--- src/rtl/bwe_pkg.sv ---
package bwe_pkg;
  localparam int LANE_BITS = 9;

  // strobes from control to datapath
  typedef struct packed {
    logic capLoad;  // incoming cycle writes at least one lane
    logic comLoad;  // captured cycle writes at least one lane
  } dpCtl_t;
endpackage

--- src/rtl/bwe_ctrl.sv ---
module bwe_ctrl
  import bwe_pkg::*;
#(
  parameter int LANES  = 4,
  parameter int ADDR_W = 10
) (
  input  logic              clk,
  input  logic              rstN,
  input  logic [ADDR_W-1:0] addrIn,
  input  logic              gwN,
  input  logic              bweN,
  input  logic [LANES-1:0]  bwN,
  output logic [LANES-1:0]  memWrEn,
  output logic [ADDR_W-1:0] memWrAddr,
  output logic [ADDR_W-1:0] memRdAddr,
  output logic              rdValid,
  output logic [LANES-1:0]  passLane,
  output dpCtl_t            dpCtl
);
  localparam logic [LANES-1:0] NO_LANES = '0;

  logic              gwQ, bweQ;
  logic [LANES-1:0]  bwQ;
  logic [ADDR_W-1:0] addrQ;
  logic [LANES-1:0]  capStb;
  logic [LANES-1:0]  comStb;
  logic [ADDR_W-1:0] comAddr;
  logic              addrHit;
  logic [1:0]        warm;

  // capture stage: raw controls
  always_ff @(posedge clk or negedge rstN) begin
    if (!rstN) begin
      gwQ   <= 1'b1;
      bweQ  <= 1'b1;
      bwQ   <= '1;
      addrQ <= '0;
    end else begin
      gwQ   <= gwN;
      bweQ  <= bweN;
      bwQ   <= bwN;
      addrQ <= addrIn;
    end
  end

  // per-lane decode of registered controls
  for (genvar i = 0; i < LANES; i++) begin : g_decode
    assign capStb[i] = !gwQ || (!bweQ && !bwQ[i]);
  end

  // commit stage: what the array writes this cycle
  always_ff @(posedge clk or negedge rstN) begin
    if (!rstN) begin
      comStb  <= '0;
      comAddr <= '0;
    end else begin
      comStb  <= capStb;
      comAddr <= addrQ;
    end
  end

  always_ff @(posedge clk or negedge rstN) begin
    if (!rstN)               warm <= 2'd0;
    else if (warm != 2'd2)   warm <= warm + 2'd1;
  end

  assign addrHit   = (comAddr == addrQ);
  assign memWrEn   = comStb;
  assign memWrAddr = comAddr;
  assign memRdAddr = addrQ;
  assign rdValid   = (capStb == NO_LANES);

  for (genvar i = 0; i < LANES; i++) begin : g_pass
    assign passLane[i] = addrHit && comStb[i];
  end

  always_comb begin
    dpCtl.capLoad = !gwN || (!bweN && !(&bwN));
    dpCtl.comLoad = (capStb != NO_LANES);
  end

  assert_global_all_R2: assert property (@(posedge clk) disable iff (!rstN)
    (warm != 2'd0 && $past(!gwN)) |-> (capStb == {LANES{1'b1}}));

  assert_read_idle_R3: assert property (@(posedge clk) disable iff (!rstN)
    (warm != 2'd0 && $past(gwN && bweN)) |-> rdValid);

  assert_subset_R5: assert property (@(posedge clk) disable iff (!rstN)
    (warm != 2'd0 && $past(gwN && !bweN)) |-> (capStb == ~$past(bwN)));

  assert_commit_delay_R6: assert property (@(posedge clk) disable iff (!rstN)
    (warm == 2'd2 && $past(!gwN, 2)) |-> (memWrEn == {LANES{1'b1}}));

  assert_reset_quiet_R10: assert property (@(posedge clk)
    !rstN |=> (memWrEn == NO_LANES));
endmodule

--- src/rtl/bwe_datapath.sv ---
module bwe_datapath
  import bwe_pkg::*;
#(
  parameter int LANES = 4
) (
  input  logic                          clk,
  input  logic                          rstN,
  input  logic [LANES*LANE_BITS-1:0]    dataIn,
  input  dpCtl_t                        dpCtl,
  input  logic [LANES-1:0]              passLane,
  input  logic [LANES*LANE_BITS-1:0]    memRdData,
  output logic [LANES*LANE_BITS-1:0]    memWrData,
  output logic [LANES*LANE_BITS-1:0]    rdData
);
  localparam int DATA_W = LANES * LANE_BITS;

  logic [DATA_W-1:0] capData;
  logic [DATA_W-1:0] comData;

  // data registers load only for write cycles
  always_ff @(posedge clk or negedge rstN) begin
    if (!rstN) begin
      capData <= '0;
      comData <= '0;
    end else begin
      if (dpCtl.capLoad) capData <= dataIn;
      if (dpCtl.comLoad) comData <= capData;
    end
  end

  assign memWrData = comData;

  // per-lane forwarding mux
  for (genvar i = 0; i < LANES; i++) begin : g_lane
    assign rdData[i*LANE_BITS +: LANE_BITS] = passLane[i]
      ? comData[i*LANE_BITS +: LANE_BITS]
      : memRdData[i*LANE_BITS +: LANE_BITS];
  end

  assert_wdata_hold_R6: assert property (@(posedge clk) disable iff (!rstN)
    !dpCtl.comLoad |=> $stable(memWrData));
endmodule

--- src/rtl/byte_write_ctl.sv ---
module byte_write_ctl
  import bwe_pkg::*;
#(
  parameter int LANES  = 4,
  parameter int ADDR_W = 10
) (
  input  logic                       clk,
  input  logic                       rstN,
  input  logic [ADDR_W-1:0]          addrIn,
  input  logic                       gwN,
  input  logic                       bweN,
  input  logic [LANES-1:0]           bwN,
  input  logic [LANES*LANE_BITS-1:0] dataIn,
  output logic [LANES-1:0]           memWrEn,
  output logic [ADDR_W-1:0]          memWrAddr,
  output logic [LANES*LANE_BITS-1:0] memWrData,
  output logic [ADDR_W-1:0]          memRdAddr,
  input  logic [LANES*LANE_BITS-1:0] memRdData,
  output logic [LANES*LANE_BITS-1:0] rdData,
  output logic                       rdValid
);
  dpCtl_t           dpCtl;
  logic [LANES-1:0] passLane;

  bwe_ctrl #(.LANES(LANES), .ADDR_W(ADDR_W)) i_ctrl (
    .clk(clk), .rstN(rstN), .addrIn(addrIn), .gwN(gwN), .bweN(bweN),
    .bwN(bwN), .memWrEn(memWrEn), .memWrAddr(memWrAddr),
    .memRdAddr(memRdAddr), .rdValid(rdValid), .passLane(passLane),
    .dpCtl(dpCtl)
  );

  bwe_datapath #(.LANES(LANES)) i_dp (
    .clk(clk), .rstN(rstN), .dataIn(dataIn), .dpCtl(dpCtl),
    .passLane(passLane), .memRdData(memRdData), .memWrData(memWrData),
    .rdData(rdData)
  );

  for (genvar i = 0; i < LANES; i++) begin : g_chk
    assert_forward_R8: assert property (@(posedge clk) disable iff (!rstN)
      (rdValid && memWrEn[i] && memWrAddr == memRdAddr)
      |-> (rdData[i*LANE_BITS +: LANE_BITS] == memWrData[i*LANE_BITS +: LANE_BITS]));

    assert_direct_read_R9: assert property (@(posedge clk) disable iff (!rstN)
      (rdValid && !(memWrEn[i] && memWrAddr == memRdAddr))
      |-> (rdData[i*LANE_BITS +: LANE_BITS] == memRdData[i*LANE_BITS +: LANE_BITS]));
  end
endmodule

--- config.mk ---
export PLATFORM = sky130hd
export DESIGN_NAME = byte_write_ctl
export DESIGN_NICKNAME = d
export VERILOG_FILES = /design/src/rtl/bwe_pkg.sv /design/src/rtl/bwe_ctrl.sv /design/src/rtl/bwe_datapath.sv /design/src/rtl/byte_write_ctl.sv
export SDC_FILE = /design/constraint.sdc
export NUM_CORES = 1
export LEC_CHECK = 0
export BUFFER_PORTS_ARGS = -buffer_cell sky130_fd_sc_hd__buf_2
export CORE_ASPECT_RATIO = 0.9
export CORE_MARGIN = 8
export CORE_UTILIZATION = 40
export CTS_CLUSTER_SIZE = 14
export DETAILED_ROUTE_END_ITERATION = 12
export PLACE_DENSITY = 0.69
export SETUP_SLACK_MARGIN = 0.02
export SYNTH_ARGS = -nofsm -noshare
export SYNTH_HDL_FRONTEND = slang
export SYNTH_HIERARCHICAL = 1
export SYNTH_SLANG_ARGS = --single-unit
export TNS_END_PERCENT = 20
--- constraint.sdc ---
create_clock -name clk -period 1.9 [get_ports clk]
set_input_delay 0.19 -clock clk [delete_from_list [all_inputs] [get_ports clk]]
set_output_delay 0.19 -clock clk [all_outputs]
set_load 0.03 [all_outputs]
Word level (Yosys, flattened, before mapping)
Index checks and enable logic that the tools add are counted.
{ "totals": {"register_bits": 102, "input_bits": 90, "output_inout_bits": 97, "wordCells": 39} }
{ "classes": {"n_eq_ne": 1, "n_mux": 4, "n_reduce_logical": 26} }
{ "op_table": {"columns": ["op", "count"], "rows": [
  ["$mux 9", 4],
  ["$eq 10x10->1", 1],
  ["$logic_and 1x1->1", 9],
  ["$logic_not 1->1", 9],
  ["$logic_or 1x1->1", 5],
  ["$logic_not 4->1", 1],
  ["$reduce_and 4->1", 1],
  ["$reduce_bool 4->1", 1]
]} }

Logic depth before layout (Yosys ltp)
{ "depth": {"depth_word": 4, "depth_mapped": 5, "ltp_nobuf": 4} }

Modules after synthesis
Netlist, hierarchy kept.
{ "modules_own_cells": {"columns": ["mod", "n_inst", "cells_per_inst", "area_per_inst_um2", "seq_area_each_um2"], "rows": [
  ["bwe_datapath", 1, 192, 3405.8, 1801.7],
  ["bwe_ctrl", 1, 59, 952.2, 758.2]
]} }

Least setup slack after synthesis
Ideal clock, no wire load.
{ "synth_timing": {"kind": "register -> output", "startpoint": "reg i_ctrl.addrQ[4] (netlist: i_ctrl/memRdAddr[4])", "endpoint": "out rdData[0]", "t_arrival_ns": 1.671, "required_ns": 1.710, "path_slack_ns": 0.039, "stages_incl_launch_ff": 6, "n_path_buf": 1, "cell_sequence": "dfrtp_1 > xnor2_1 > nand4_1 > nor3_1 > buf_2 > mux2_2"} }
{ "synth_via": {"elab_chain_cells": 3} }
{ "synth_rtl": {"columns": ["item", "line", "text"], "rows": [
  ["from (decl)", "bwe_ctrl.sv:24", "logic [ADDR_W-1:0] addrQ;"],
  ["from (signal assigned)", "bwe_ctrl.sv:42", "addrQ <= addrIn;"],
  ["$eq 10x10->1", "bwe_ctrl.sv:67", "assign addrHit = (comAddr == addrQ);"],
  ["$logic_and 1x1->1", "bwe_ctrl.sv:74", "assign passLane[i] = addrHit && comStb[i];"],
  ["net passLane[0]", "byte_write_ctl.sv:23", "logic [LANES-1:0] passLane;"],
  ["$mux 9", "bwe_datapath.sv:36", "? comData[i*LANE_BITS +: LANE_BITS]"],
  ["to (decl)", "byte_write_ctl.sv:19", "output logic [LANES*LANE_BITS-1:0] rdData,"]
]} }
The timed path passes the listed nets, and every way through them passes these cells.

Final worst setup path
{ "layout_timing": {"startpoint": "reg i_ctrl.comAddr[4] (netlist: i_ctrl/memWrAddr[4])", "endpoint": "out rdData[3]"} }
{ "layout_via": {"elab_chain_cells": 3} }
{ "layout_rtl": {"columns": ["item", "line", "text"], "rows": [
  ["from (decl)", "bwe_ctrl.sv:27", "logic [ADDR_W-1:0] comAddr;"],
  ["from (signal assigned)", "bwe_ctrl.sv:58", "comAddr <= addrQ;"],
  ["$eq 10x10->1", "bwe_ctrl.sv:67", null],
  ["$logic_and 1x1->1", "bwe_ctrl.sv:74", null],
  ["net passLane[0]", "byte_write_ctl.sv:23", null],
  ["$mux 9", "bwe_datapath.sv:36", null]
]} }
The timed path passes the listed nets, and every way through them passes these cells.

==> reports/summary.txt <==
Asr flop ratio synth: 100%
Vias per cell: 4.76
Initial antenna violation count: 0
Synth Area in Compound Gates: 0.804%
Post-synth top flop: dfrtp_1
Final net count: 569
CP arrival: 2120 ps
Worst-path clk slew: 70 ps
# H-tree levels: 3
Num CTS Buffers: 9
DRT iter0 DRCs: 87
Final slew viol count: 0
DPL Wire Length: 7640 um
Die area: 14500 um^2
Drt wl/cell: 18.1 um
Die height: 115 um
Routed Antenna Nets: 0
Status: finished, violations left
Critical Path Source Type: flip-flop
Power Internal: 3970 uW
ANT cells: 0
Clk sinks: 102
Floorplan row count: 36
WL final: 11100 um
Area grow syn2layout: 45.9%
RSZ-0062 raised after global routing: yes
Most frequent cell after synthesis: dfrtp_1
CTS tree: done
Leakage power: 0.00324 uW
Largest family of logic cells by synthesized area: multiplexers
Seq pwr share: 45.4%
Post-Route Skew: 5.26 ps
Logic pwr share: 20.7%
Setup WS pre-CTS: -106 ps
VDD IR max: 0.601 mV
Post-synthesis simple-gate area fraction: 1.55%
Worst-skew pair later-pin latency: 340 ps
Synth Cell Area: 4360 um^2
Post-detailed-route DRC marker count: 0
Clk buf depth: 2
Vias in the first global route: 3295
Relative slew slack: 63.8%
Die W: 126 um
Final count of hold timing violations: 0
Post-layout min period: 2310 ps
Number of I/O port buffers: 186
Share of layout cells above drive strength 1: 73.3%
Routability cong.: 0.743
Synth warnings: 6
Fmax: 433 MHz
Synthesized instance count: 251
Final setup viols: 37
CTS root buf: clkbuf_16
Area contributors post-synth: dfrtp_1 (55%), mux2_4 (21%), mux2_2 (12%)
CP max FO: 4
XOR/XNOR share of the synthesized area: 2.01%
Share of total power in the clock network: 34.0%
Synth cell types: 17
MaxCap Viol Count: 0
Initial cell density of the core: 40.7%
Least-Margin Pin Slew: 543 ps
DR vias: 2935
First-pass GRT wire length: 17100 um
Filler instances: 841
Pwr/cell area: 867 nW/um^2
Seq/Total Area, Yosys: 58.7%
Post-synth EDFFs: 0
Mux share of post-synthesis cell area: 33.1%
Synth top cells by count: dfrtp_1 (96), mux2_4 (60), mux2_2 (48)
GRT overflow: 0
Final worst-path cycle share: 122%
Mapped Nets: 341
Net switching power: 1540 uW
Nature of the critical path endpoint: primary output
Worst min-delay path class: in -> reg
Synth top area share: 55.1%
GRT Util Overall: 14.8%
Mean Syn Cell Area: 17.4 um^2
Critical path class: reg -> out
Seq cells post-synth: 102
Setup ws final: -410 ps
DRT Pass-1 Iters: 4
Failing checks: negative setup slack
Post-synthesis adder-cell area fraction: 0%
Post-layout util: 59.3%
Switching Share: 27.9%
Worst EP required: 1710 ps
Pin count of the biggest net entering global routing: 49
I/O pins: 187
Core outline area: 10700 um^2
Leading area contributor after synthesis: dfrtp_1
-- cell type report --
cell class	instances	area, um^2	share of cell area [%]
inverter	1	6.26	0.0984
multi-input combinational	136	1790	28.1
sequential	102	2560	40.3
tap	133	166	2.62
clock inverter	6	68.8	1.08
clock buffer	10	239	3.76
timing repair buffer	229	1530	24.1
-- final timing paths --
kind,startpoint,end,slack [ps],depth (start not counted)
min in group asynchronous,rstN,i_dp/memWrData[8],380,2
worst min-delay path,dataIn[27],i_dp/capData[27],80,2
worst max-delay path,i_ctrl/memWrAddr[4],rdData[3],-410,7
worst max register to register,i_ctrl/bweQ,i_dp/memWrData[19],210,4
max in group asynchronous,rstN,i_dp/capData[22],870,3
worst min register to register,i_ctrl/memRdAddr[6],i_ctrl/memWrAddr[6],440,0
-- metal layers --
metal | GRT usage (%) | up-vias | share of wire, %
met4 | 5.04 | 0 | 1.8
li1 | - | 1347 | -
met3 | 5.75 | 17 | 7.6
met2 | 25.0 | 106 | 50
met5 | 0 | - | 0
met1 | 16.9 | 1465 | 41
-- critical path: stages, from the launching register on --
cell and delay, ps:
dfrtp_1 400, xnor2_1 180, nand4_1 120, buf_6 160
nor3_4 250, buf_4 180, mux2_2 320, buf_2 180
-- flip-flops by register name, summed over array words and instances, names as in the netlist --
register and flops:
i_ctrl/memWrAddr 10, i_dp/capData 36, i_dp/memWrData 36, i_ctrl/memRdAddr 10, i_ctrl/bweQ 1, i_ctrl/memWrEn 4, i_ctrl/bwQ 4, i_ctrl/gwQ 1
-- cell families (layout without fill, tap and decap cells) --
kind of cell / Yosys count / in the layout
and+or+nand+nor: 12 / 12
xor gates and xnor gates: 10 / 10
muxes: 108 / 108
DFF: 102 / 102
AOI/OAI and AO/OA: 6 / 6
buffers and inverters: 13 / 246
-- through the flow --
| step | setup TNS (ps) | std cells | power, uW | area, um^2 | hold WS, ps |
|---|---|---|---|---|---|
| global route | -17990 | 617 | 5740 | 6360 | 68.1 |
| floorplan | 0 | 251 | 3190 | 4360 | -106 |
| finish | -13870 | 617 | 5510 | 6360 | 76.0 |
| global placement | -1020 | 574 | 3540 | 5470 | 197 |
| CTS | -14430 | 613 | 5510 | 6110 | 62.2 |
| detailed placement | -2990 | 574 | 3560 | 5470 | 205 |
-- cells in the final DEF (no fill, tap or decap), types with 4 or more instances in the layout --
cell type      netlist  final
buf_6                2     33
buf_2                4    161
buf_12               6      4
dlygate4sd3_1        0     17
dfrtp_1             96     96
mux2_2              48     29
clkbuf_16            0      9
mux2_4              60     79
xnor2_1             10      8
dfstp_2              6      6
buf_4                0     14
-- repair_timing --
action / in CTS / in global routing
pin swaps: 6 / 10
endpoints found under the hold margin: 50 / 0
resized for setup: 33 / 81
hold buffers: 17 / 0
setup endpoints to repair: 37 / 37
setup buffers: 5 / 2
cloned: 1 / 2
-- power groups by stage --
stage | Clock, uW | Combinational (uW) | Sequential [uW]
2_1_floorplan | 0 | 456 | 2730
3_3_place_gp | 0 | 1020 | 2520
3_5_place_dp | 0 | 1030 | 2530
4_1_cts | 1930 | 1090 | 2490
5_1_grt | 2010 | 1210 | 2530
6_report | 1870 | 1140 | 2500
Note: power is estimated with default switching activity, not from simulation.
